## config.mk

```make
export PLATFORM = sky130hd
export DESIGN_NAME = pcie_fn_pwr_ctrl
export DESIGN_NICKNAME = d
export VERILOG_FILES = /design/src/rtl/pcie_pwr_pkg.sv /design/src/rtl/pwr_state_fsm.sv /design/src/rtl/pme_regs.sv /design/src/rtl/aux_budget_enc.sv /design/src/rtl/pcie_fn_pwr_ctrl.sv
export SDC_FILE = /design/constraint.sdc
export NUM_CORES = 1
export LEC_CHECK = 0
export ABC_AREA = 1
export BUFFER_PORTS_ARGS = -buffer_cell sky130_fd_sc_hd__buf_2
export CAP_MARGIN = 10
export CORE_AREA = 10 10 47 49
export CTS_BUF_LIST = sky130_fd_sc_hd__clkbuf_16
export DETAILED_ROUTE_END_ITERATION = 6
export DIE_AREA = 0 0 57 59
export GPL_TIMING_DRIVEN = 1
export SYNTH_ARGS = -nofsm -noshare
export SYNTH_HDL_FRONTEND = slang
export SYNTH_SLANG_ARGS = --single-unit
```

## constraint.sdc

```tcl
create_clock -name clk -period 1.2 [get_ports clk]
set_clock_uncertainty 0.2 [all_clocks]
set_input_delay 0.06 -clock clk [delete_from_list [all_inputs] [get_ports clk]]
set_output_delay 0.06 -clock clk [all_outputs]
set_load 0.05 [all_outputs]
```

## src/rtl/pcie_pwr_pkg.sv

```systemverilog
// Shared types and encodings for the function power-state controller.
// Assumes a 2-bit power-state field, as in the PM control/status register.
package pcie_pwr_pkg;
    localparam int PST_W = 2;
    localparam int BUD_W = 2;

    typedef enum logic [PST_W-1:0] {
        PS_D0U = 2'b00,
        PS_D0A = 2'b01,
        PS_D3H = 2'b10,
        PS_DR  = 2'b11
    } pwr_state_e;

    localparam logic [PST_W-1:0] PMCSR_D0 = 2'b00;
    localparam logic [PST_W-1:0] PMCSR_D3 = 2'b11;

    localparam logic [BUD_W-1:0] BUD_MIN  = 2'b00;
    localparam logic [BUD_W-1:0] BUD_WAKE = 2'b01;
    localparam logic [BUD_W-1:0] BUD_FULL = 2'b10;
endpackage

```

## src/rtl/pwr_state_fsm.sv

```systemverilog
// Power-state sequencer for one function.
// Does: holds the D0u/D0a/D3hot/reset state and applies configuration moves.
// Assumes: rst_n is the synchronous power-on reset, and cfg_ok is low whenever
// configuration writes must be dropped.
module pwr_state_fsm
    import pcie_pwr_pkg::*;
(
    input  logic             clk,
    input  logic             rst_n,
    input  logic             fund_rst_n,
    input  logic             cfg_ok,
    input  logic             pst_wr,
    input  logic [PST_W-1:0] pst_val,
    input  logic             mem_en,
    input  logic             bm_en,
    output pwr_state_e       state
);
    pwr_state_e nxt;
    logic       go_d3;
    logic       go_d0;

    // Qualify the power-state writes that are allowed to take effect.
    always_comb begin
        go_d3 = cfg_ok && pst_wr && (pst_val == PMCSR_D3);
        go_d0 = cfg_ok && pst_wr && (pst_val == PMCSR_D0);
    end

    // Next-state selection; fundamental reset overrides all moves.
    always_comb begin
        nxt = state;
        if (!fund_rst_n) begin
            nxt = PS_DR;
        end else begin
            unique case (state)
                PS_DR:  nxt = PS_D0U;
                PS_D0U: if (mem_en || bm_en) nxt = PS_D0A;
                PS_D0A: if (go_d3) nxt = PS_D3H;
                PS_D3H: if (go_d0) nxt = PS_D0U;
                default: nxt = PS_D0U;
            endcase
        end
    end

    // State register, cleared to D0u by power-on reset.
    always_ff @(posedge clk) begin
        if (!rst_n) state <= PS_D0U;
        else        state <= nxt;
    end
endmodule

```

## src/rtl/pme_regs.sv

```systemverilog
// PME enable and PME status bits with a strap-dependent reset domain.
// Does: holds both wake bits and clears them on fundamental reset only when
// keep_on_fund is low.
// Assumes: cfg_ok already blocks writes during reset; a wake event that races
// a clearing write wins.
module pme_regs (
    input  logic clk,
    input  logic rst_n,
    input  logic fund_rst_n,
    input  logic keep_on_fund,
    input  logic cfg_ok,
    input  logic en_wr,
    input  logic en_val,
    input  logic sts_wr,
    input  logic sts_val,
    input  logic wake_evt,
    output logic pme_en,
    output logic pme_sts
);
    logic fund_clr;
    logic sts_clr;
    logic sts_set;

    // Decode clear and set conditions for the two bits.
    always_comb begin
        fund_clr = !fund_rst_n && !keep_on_fund;
        sts_clr  = cfg_ok && sts_wr && sts_val;
        sts_set  = wake_evt && pme_en;
    end

    // PME enable bit: configuration-writable outside reset.
    always_ff @(posedge clk) begin
        if (!rst_n)                pme_en <= 1'b0;
        else if (fund_clr)         pme_en <= 1'b0;
        else if (cfg_ok && en_wr)  pme_en <= en_val;
    end

    // PME status bit: set by an enabled wake, cleared by writing one.
    always_ff @(posedge clk) begin
        if (!rst_n)        pme_sts <= 1'b0;
        else if (fund_clr) pme_sts <= 1'b0;
        else if (sts_set)  pme_sts <= 1'b1;
        else if (sts_clr)  pme_sts <= 1'b0;
    end
endmodule

```

## src/rtl/aux_budget_enc.sv

```systemverilog
// Aux power budget encoder.
// Does: picks the budget code from the regime bit, the device-control aux
// enable and the PME enable bit.
// Assumes: purely combinational, so the code follows its inputs in the same cycle.
module aux_budget_enc
    import pcie_pwr_pkg::*;
(
    input  logic             regime,
    input  logic             aux_pm_en,
    input  logic             pme_en,
    output logic [BUD_W-1:0] budget
);
    // Priority pick: regime gate, then full aux, then wake-enabled.
    always_comb begin
        if (!regime)        budget = BUD_MIN;
        else if (aux_pm_en) budget = BUD_FULL;
        else if (pme_en)    budget = BUD_WAKE;
        else                budget = BUD_MIN;
    end
endmodule

```

## src/rtl/pcie_fn_pwr_ctrl.sv

```systemverilog
// Top level of the function power-state controller.
// Does: joins the state sequencer, the PME bits and the budget encoder, and
// derives the D3cold wake capability from the strap and the EEPROM bit.
// Assumes: all inputs are synchronous to clk, and por_n is the house reset.
module pcie_fn_pwr_ctrl
    import pcie_pwr_pkg::*;
(
    input  logic             clk,
    input  logic             por_n,
    input  logic             fund_rst_n,
    input  logic             cfg_pst_wr,
    input  logic [PST_W-1:0] cfg_pst_val,
    input  logic             cfg_pme_en_wr,
    input  logic             cfg_pme_en_val,
    input  logic             cfg_pme_sts_wr,
    input  logic             cfg_pme_sts_val,
    input  logic             cmd_mem_en,
    input  logic             cmd_bm_en,
    input  logic             devctl_aux_pm_en,
    input  logic             strap_aux_present,
    input  logic             ee_adv_d3wake,
    input  logic             ee_aux_regime,
    input  logic             wake_evt,
    output logic [PST_W-1:0] pwr_state,
    output logic             d3cold_wake_cap,
    output logic             pme_en,
    output logic             pme_status,
    output logic             pme_assert,
    output logic [BUD_W-1:0] aux_budget
);
    pwr_state_e st;
    logic       cfg_ok;
    logic       en_q;
    logic       sts_q;

    // Capability and write qualification.
    always_comb begin
        d3cold_wake_cap = strap_aux_present && ee_adv_d3wake;
        cfg_ok          = fund_rst_n && (st != PS_DR);
    end

    pwr_state_fsm u_fsm (
        .clk        (clk),
        .rst_n      (por_n),
        .fund_rst_n (fund_rst_n),
        .cfg_ok     (cfg_ok),
        .pst_wr     (cfg_pst_wr),
        .pst_val    (cfg_pst_val),
        .mem_en     (cmd_mem_en),
        .bm_en      (cmd_bm_en),
        .state      (st)
    );

    pme_regs u_pme (
        .clk          (clk),
        .rst_n        (por_n),
        .fund_rst_n   (fund_rst_n),
        .keep_on_fund (d3cold_wake_cap),
        .cfg_ok       (cfg_ok),
        .en_wr        (cfg_pme_en_wr),
        .en_val       (cfg_pme_en_val),
        .sts_wr       (cfg_pme_sts_wr),
        .sts_val      (cfg_pme_sts_val),
        .wake_evt     (wake_evt),
        .pme_en       (en_q),
        .pme_sts      (sts_q)
    );

    aux_budget_enc u_bud (
        .regime    (ee_aux_regime),
        .aux_pm_en (devctl_aux_pm_en),
        .pme_en    (en_q),
        .budget    (aux_budget)
    );

    // Output mapping and PME request.
    always_comb begin
        pwr_state  = st;
        pme_en     = en_q;
        pme_status = sts_q;
        pme_assert = en_q && sts_q;
    end
endmodule

```

**Yosys cells after proc, flatten, opt, wreduce, memory -nomap -nowiden**

Index checks and enable logic that the tools add are counted.

- Register bits after elaboration: 4
- Bits of input ports: 17

- Eq/ne operators: 8
- Mux-type cells: 10
- Bitwise logic cells: 1
- Reduce and logical (&&, ||, !) cells: 19

Operators by type and width:

| kind | number |
|---|---|
| 2-bit 2-to-1 mux | 6 |
| 1-bit logical AND | 11 |
| 3-bit by 2-bit != test with 1-bit output (second input constant) | 3 |
| 2-bit one-hot mux with 4 select lines | 1 |
| 2-bit equality test (second input constant) | 3 |
| 2-bit logical NOT | 2 |
| 1-bit 2-to-1 mux | 3 |
| 3-bit AND reduction | 1 |
| 2-bit by 1-bit equality test with 1-bit output (second input constant) | 1 |
| 1-bit logical NOT | 2 |
| 2-bit != test (second input constant) | 1 |
| 2-bit nonzero test | 1 |
| 2-bit OR reduction | 1 |
| 1-bit logical OR | 1 |
| 1-bit inverter | 1 |

**Logic depth before layout (Yosys ltp)**

- Depth in word-level cells: 7
- Mapped depth: 6

**Modules after synthesis**

Synthesis repeated with hierarchy kept, for this count alone.

- Cells, all modules: 53
- Area, all modules: 296.5 um^2

By module, submodules not included:

| module | instances | cells an instance | area an instance (um^2) |
|---|---|---|---|
| pwr_state_fsm | 1 | 29 | 161.4 |
| pme_regs | 1 | 14 | 90.1 |
| pcie_fn_pwr_ctrl | 1 | 6 | 27.5 |
| aux_budget_enc | 1 | 4 | 17.5 |

**Worst setup path before layout**

Ideal clock, no wire load.

- Kind: reg-to-output
- Start point: reg u_pme.pme_en
- End point: out aux_budget[0]
- Arrival: 1.410 ns
- Setup slack: -0.470 ns
- Stages on the path, launching flop included: 3
- Buffers on the path: 0
- Path through: dfxtp_1 -> nand2_1 -> nor2_1

- Word-level cells in the longest chain between the ends: 3

Ends and longest elaborated chain:

| element | RTL line | text |
|---|---|---|
| start, declared | pme_regs.sv:17 | `output logic pme_en,` |
| start signal, assigned | pme_regs.sv:35 | `else if (cfg_ok && en_wr) pme_en <= en_val;` |
| 1-bit 2-to-1 mux | aux_budget_enc.sv:17 | `else if (pme_en) budget = BUD_WAKE;` |
| 2-bit 2-to-1 mux | aux_budget_enc.sv:16 | `else if (aux_pm_en) budget = BUD_FULL;` |
| 2-bit 2-to-1 mux | aux_budget_enc.sv:15 | `if (!regime) budget = BUD_MIN;` |
| end, declared | pcie_fn_pwr_ctrl.sv:29 | `output logic [BUD_W-1:0] aux_budget` |

Every way passes these cells.

**Final worst setup path**

- Start point: reg u_fsm.state[0]
- End point: reg u_fsm.state[1]

- Word-level cells in the longest chain between the ends: 6
- Elaborated cells on any way between the ends: 15

Ends and longest elaborated chain:

| element | RTL line | text |
|---|---|---|
| start, declared | pwr_state_fsm.sv:16 | `output pwr_state_e state` |
| start signal, assigned | pwr_state_fsm.sv:47 | `else state <= nxt;` |
| 2-bit != test | pcie_fn_pwr_ctrl.sv:39 | `cfg_ok = fund_rst_n && (st != PS_DR);` |
| 1-bit logical AND | pcie_fn_pwr_ctrl.sv:39 |  |
| 1-bit logical AND | pwr_state_fsm.sv:24, pwr_state_fsm.sv:25 |  |
| 1-bit logical AND (on tied branches) | pwr_state_fsm.sv:25, pwr_state_fsm.sv:24 |  |
| 3-bit by 2-bit != test with 1-bit output (no line) | -- |  |
| 3-bit AND reduction (no line) | -- |  |

Several ways; a longest one is shown, not always the timed one.
A chain may end at the register's enable or synchronous reset.

==> flow_metrics.tcl <==
set metrics [dict create \
    status "finished clean" \
    dieHeight_um 59 \
    synth_seq_cells 4 \
    power_mw 0.848 \
    nets 95 \
    detail-route-antenna-nets 0 \
    grt_setup_unrepaired "yes" \
    finish.utilization_pct 41.7 \
    power.density_nw_per_um2 1450 \
    place.gp.congestion 0.679 \
    tritoncts "done" \
    initial_core_util_pct 21.5 \
    cts_buffers 3 \
    antenna_found_initial 0 \
    grt_max_degree 9 \
    first_pass_iters 4 \
    wl_per_cell_um 10.9 \
    clk_pin_slew_worst_paths_ns 0.03 \
    slew-limit-headroom_pct 82.9 \
    grt_pass1_vias 380 \
    finalSetupTns_ns 0 \
    boundaryPins 25 \
    met2_usage_pct 9.61 \
    arrival_ns 1.11 \
    crit_chain "nand2_4, nand3_2, o21bai_1, nand2_1, a211oi_2" \
    syn_inst 46 \
    n_antenna_cell 0 \
    fp.coreArea_um2 1400 \
    worstSetupEndpointType "flip-flop" \
    rows 14 \
    remaining_drc_errors 0 \
    fill_cells 153 \
    ys_types 18 \
    required_ns 1.14 \
    overflow 0 \
    vias 389 \
    drv_slew 0 \
    io_buffers 24 \
    cp_slowest_cell "dfxtp_4" \
    synthToLayoutAreaGrowth_pct 93.8 \
    netlist_area_um2 302 \
    synthesis.nets 63 \
    vias_per_cell 4.18 \
    cp_slowest_stage_delay_ns 0.36 \
    fmax_mhz 856 \
    gr-usage-all-layers_pct 6.22 \
    wl_um 1010 \
    vdd_ir_drop_max_mv 0.786 \
    cts_sinks 4 \
    clk_path_buf_depth 2 \
    die_area_um2 3360 \
    grt_busiest_layer "met2" \
    post-cts-setup-buffers 0 \
    drive_above_1_share_pct 51.9 \
    grt_pass1_wl_um 1610 \
    min_period_ns 1.17 \
    grtUsageMet3_pct 2.36 \
    drtIter0Drc 10 \
    ys_warn_count 0 \
    htreeDepth 1 \
    final_hold_viol_count 0 \
    period_share_pct 97.4 \
    max_cap_viol_count 0 \
    syn_avg_cell_area_um2 6.56 \
    critPathKind "reg -> reg" \
    fp.dieW_um 57 \
    grtUsageMet1_pct 6.29 \
    clock_latency_ns 0.22 \
    crit_fanout 7 \
    worst_pin_slew_ns 0.258 \
    dp_hpwl_um 814 \
    holdCritPathClass "in -> reg" \
    p_leak_nw 0.313 \
    ys_seq_area_share_pct 26.6 \
    critPathLaunchType "flip-flop" \
    finalSetupViolCount 0 \
    cts_root_buf "clkbuf_16" \
]
-- placed cells by master, fill, tap and decap left out, types with 2 or more instances in the layout --
master,synthesis,final
nand3_1,2,2
dfxtp_2,0,2
nor2_1,7,6
a21boi_1,2,2
dlygate4sd3_1,0,4
dfxtp_4,0,2
clkbuf_16,0,3
nand2_1,9,9
o21ai_0,3,3
a21oi_1,2,2
inv_2,1,2
inv_1,6,6
buf_2,0,22
-- Yosys cell counts --
library cell,number,share of area (%)
nand2_2,2,4.1
nand4_2,1,4.1
nor3_2,1,3.3
dfxtp_1,4,27
a21boi_1,2,5.0
a21oi_1,2,3.3
nand2_1,9,11
buf_4,1,2.5
inv_2,1,1.2
o21ai_0,3,5.0
inv_1,6,7.5
nand3_2,1,3.3
a31oi_1,1,2.1
nor2_1,7,8.7
nand4_1,1,2.1
nand3_1,2,3.3
a211oi_2,1,4.1
o21bai_1,1,2.5
-- stage by stage --
stage	setup slack (ns)	instance area, um2	hold WS, ns	instances
2_1_floorplan	0.0128	319	-0.0212	46
3_3_place_gp	0.0347	452	0.109	85
3_5_place_dp	0.0351	452	0.111	85
4_1_cts	0.0155	573	0.00325	93
5_1_grt	-0.0585	584	0.0275	93
6_report	0.0312	584	0.00381	93
-- worst max-delay path, delay by kind of cell (launching register included) --
family	cells	cell delay, ns
compound gates	2	0.28
simple gates	3	0.25
flops	1	0.36
-- worst paths after layout --
kind	start	end	slack, ns	cells past startpoint
setup / recovery	u_fsm.state[0]	u_fsm.state[1]	0.03	5
hold / removal	fund_rst_n	u_pme.pme_en	0.004	3
setup reg to reg	u_fsm.state[0]	u_fsm.state[1]	0.03	5
hold reg to reg	u_pme.pme_en	u_pme.pme_sts	0.27	2
-- logic make-up after synthesis --
logic type | after synthesis | synth area share (%)
AO/OA/AOI/OAI | 10 | 22.0
buffers and inverters | 8 | 11.2
flip-flops | 4 | 26.6
AND/OR/NAND/NOR | 24 | 40.3
-- layer usage --
layer | routed length [um] | vias up
met5 | 0 | -
met4 | 24 | 0
met3 | 51 | 2
met2 | 530 | 10
met1 | 406 | 164
li1 | - | 213
-- cell type report --
cell class | instances | area, um2 | area share, %
clock inverters | 1 | 3.75 | 0.642
flip-flops and latches | 4 | 90.1 | 15.4
well taps | 16 | 20.0 | 3.43
repair buffers | 28 | 169 | 28.9
inverters | 7 | 26.3 | 4.50
clock buffers | 3 | 75.1 | 12.8
multi-input cells | 34 | 200 | 34.3
-- power breakdown --
group | internal [mW] | leakage (nW) | switching, mW
clock | 0.430 | 0.0423 | 0.0931
combinational | 0.0624 | 0.236 | 0.0999
sequential | 0.145 | 0.0350 | 0.0169
-- state kept, by name (all words and copies together), names as in the netlist --
register / count
u_fsm.state: 2
u_pme.pme_en: 1
u_pme.pme_sts: 1
-- what timing repair did --
action                                  4_1_cts  5_1_grt
resized for setup                             1        3
pin swaps                                     0        1
hold buffers                                  4        0
endpoints found under the hold margin         4        0
endpoints found under the setup margin        1        5
(Power assumes the default switching activity.)
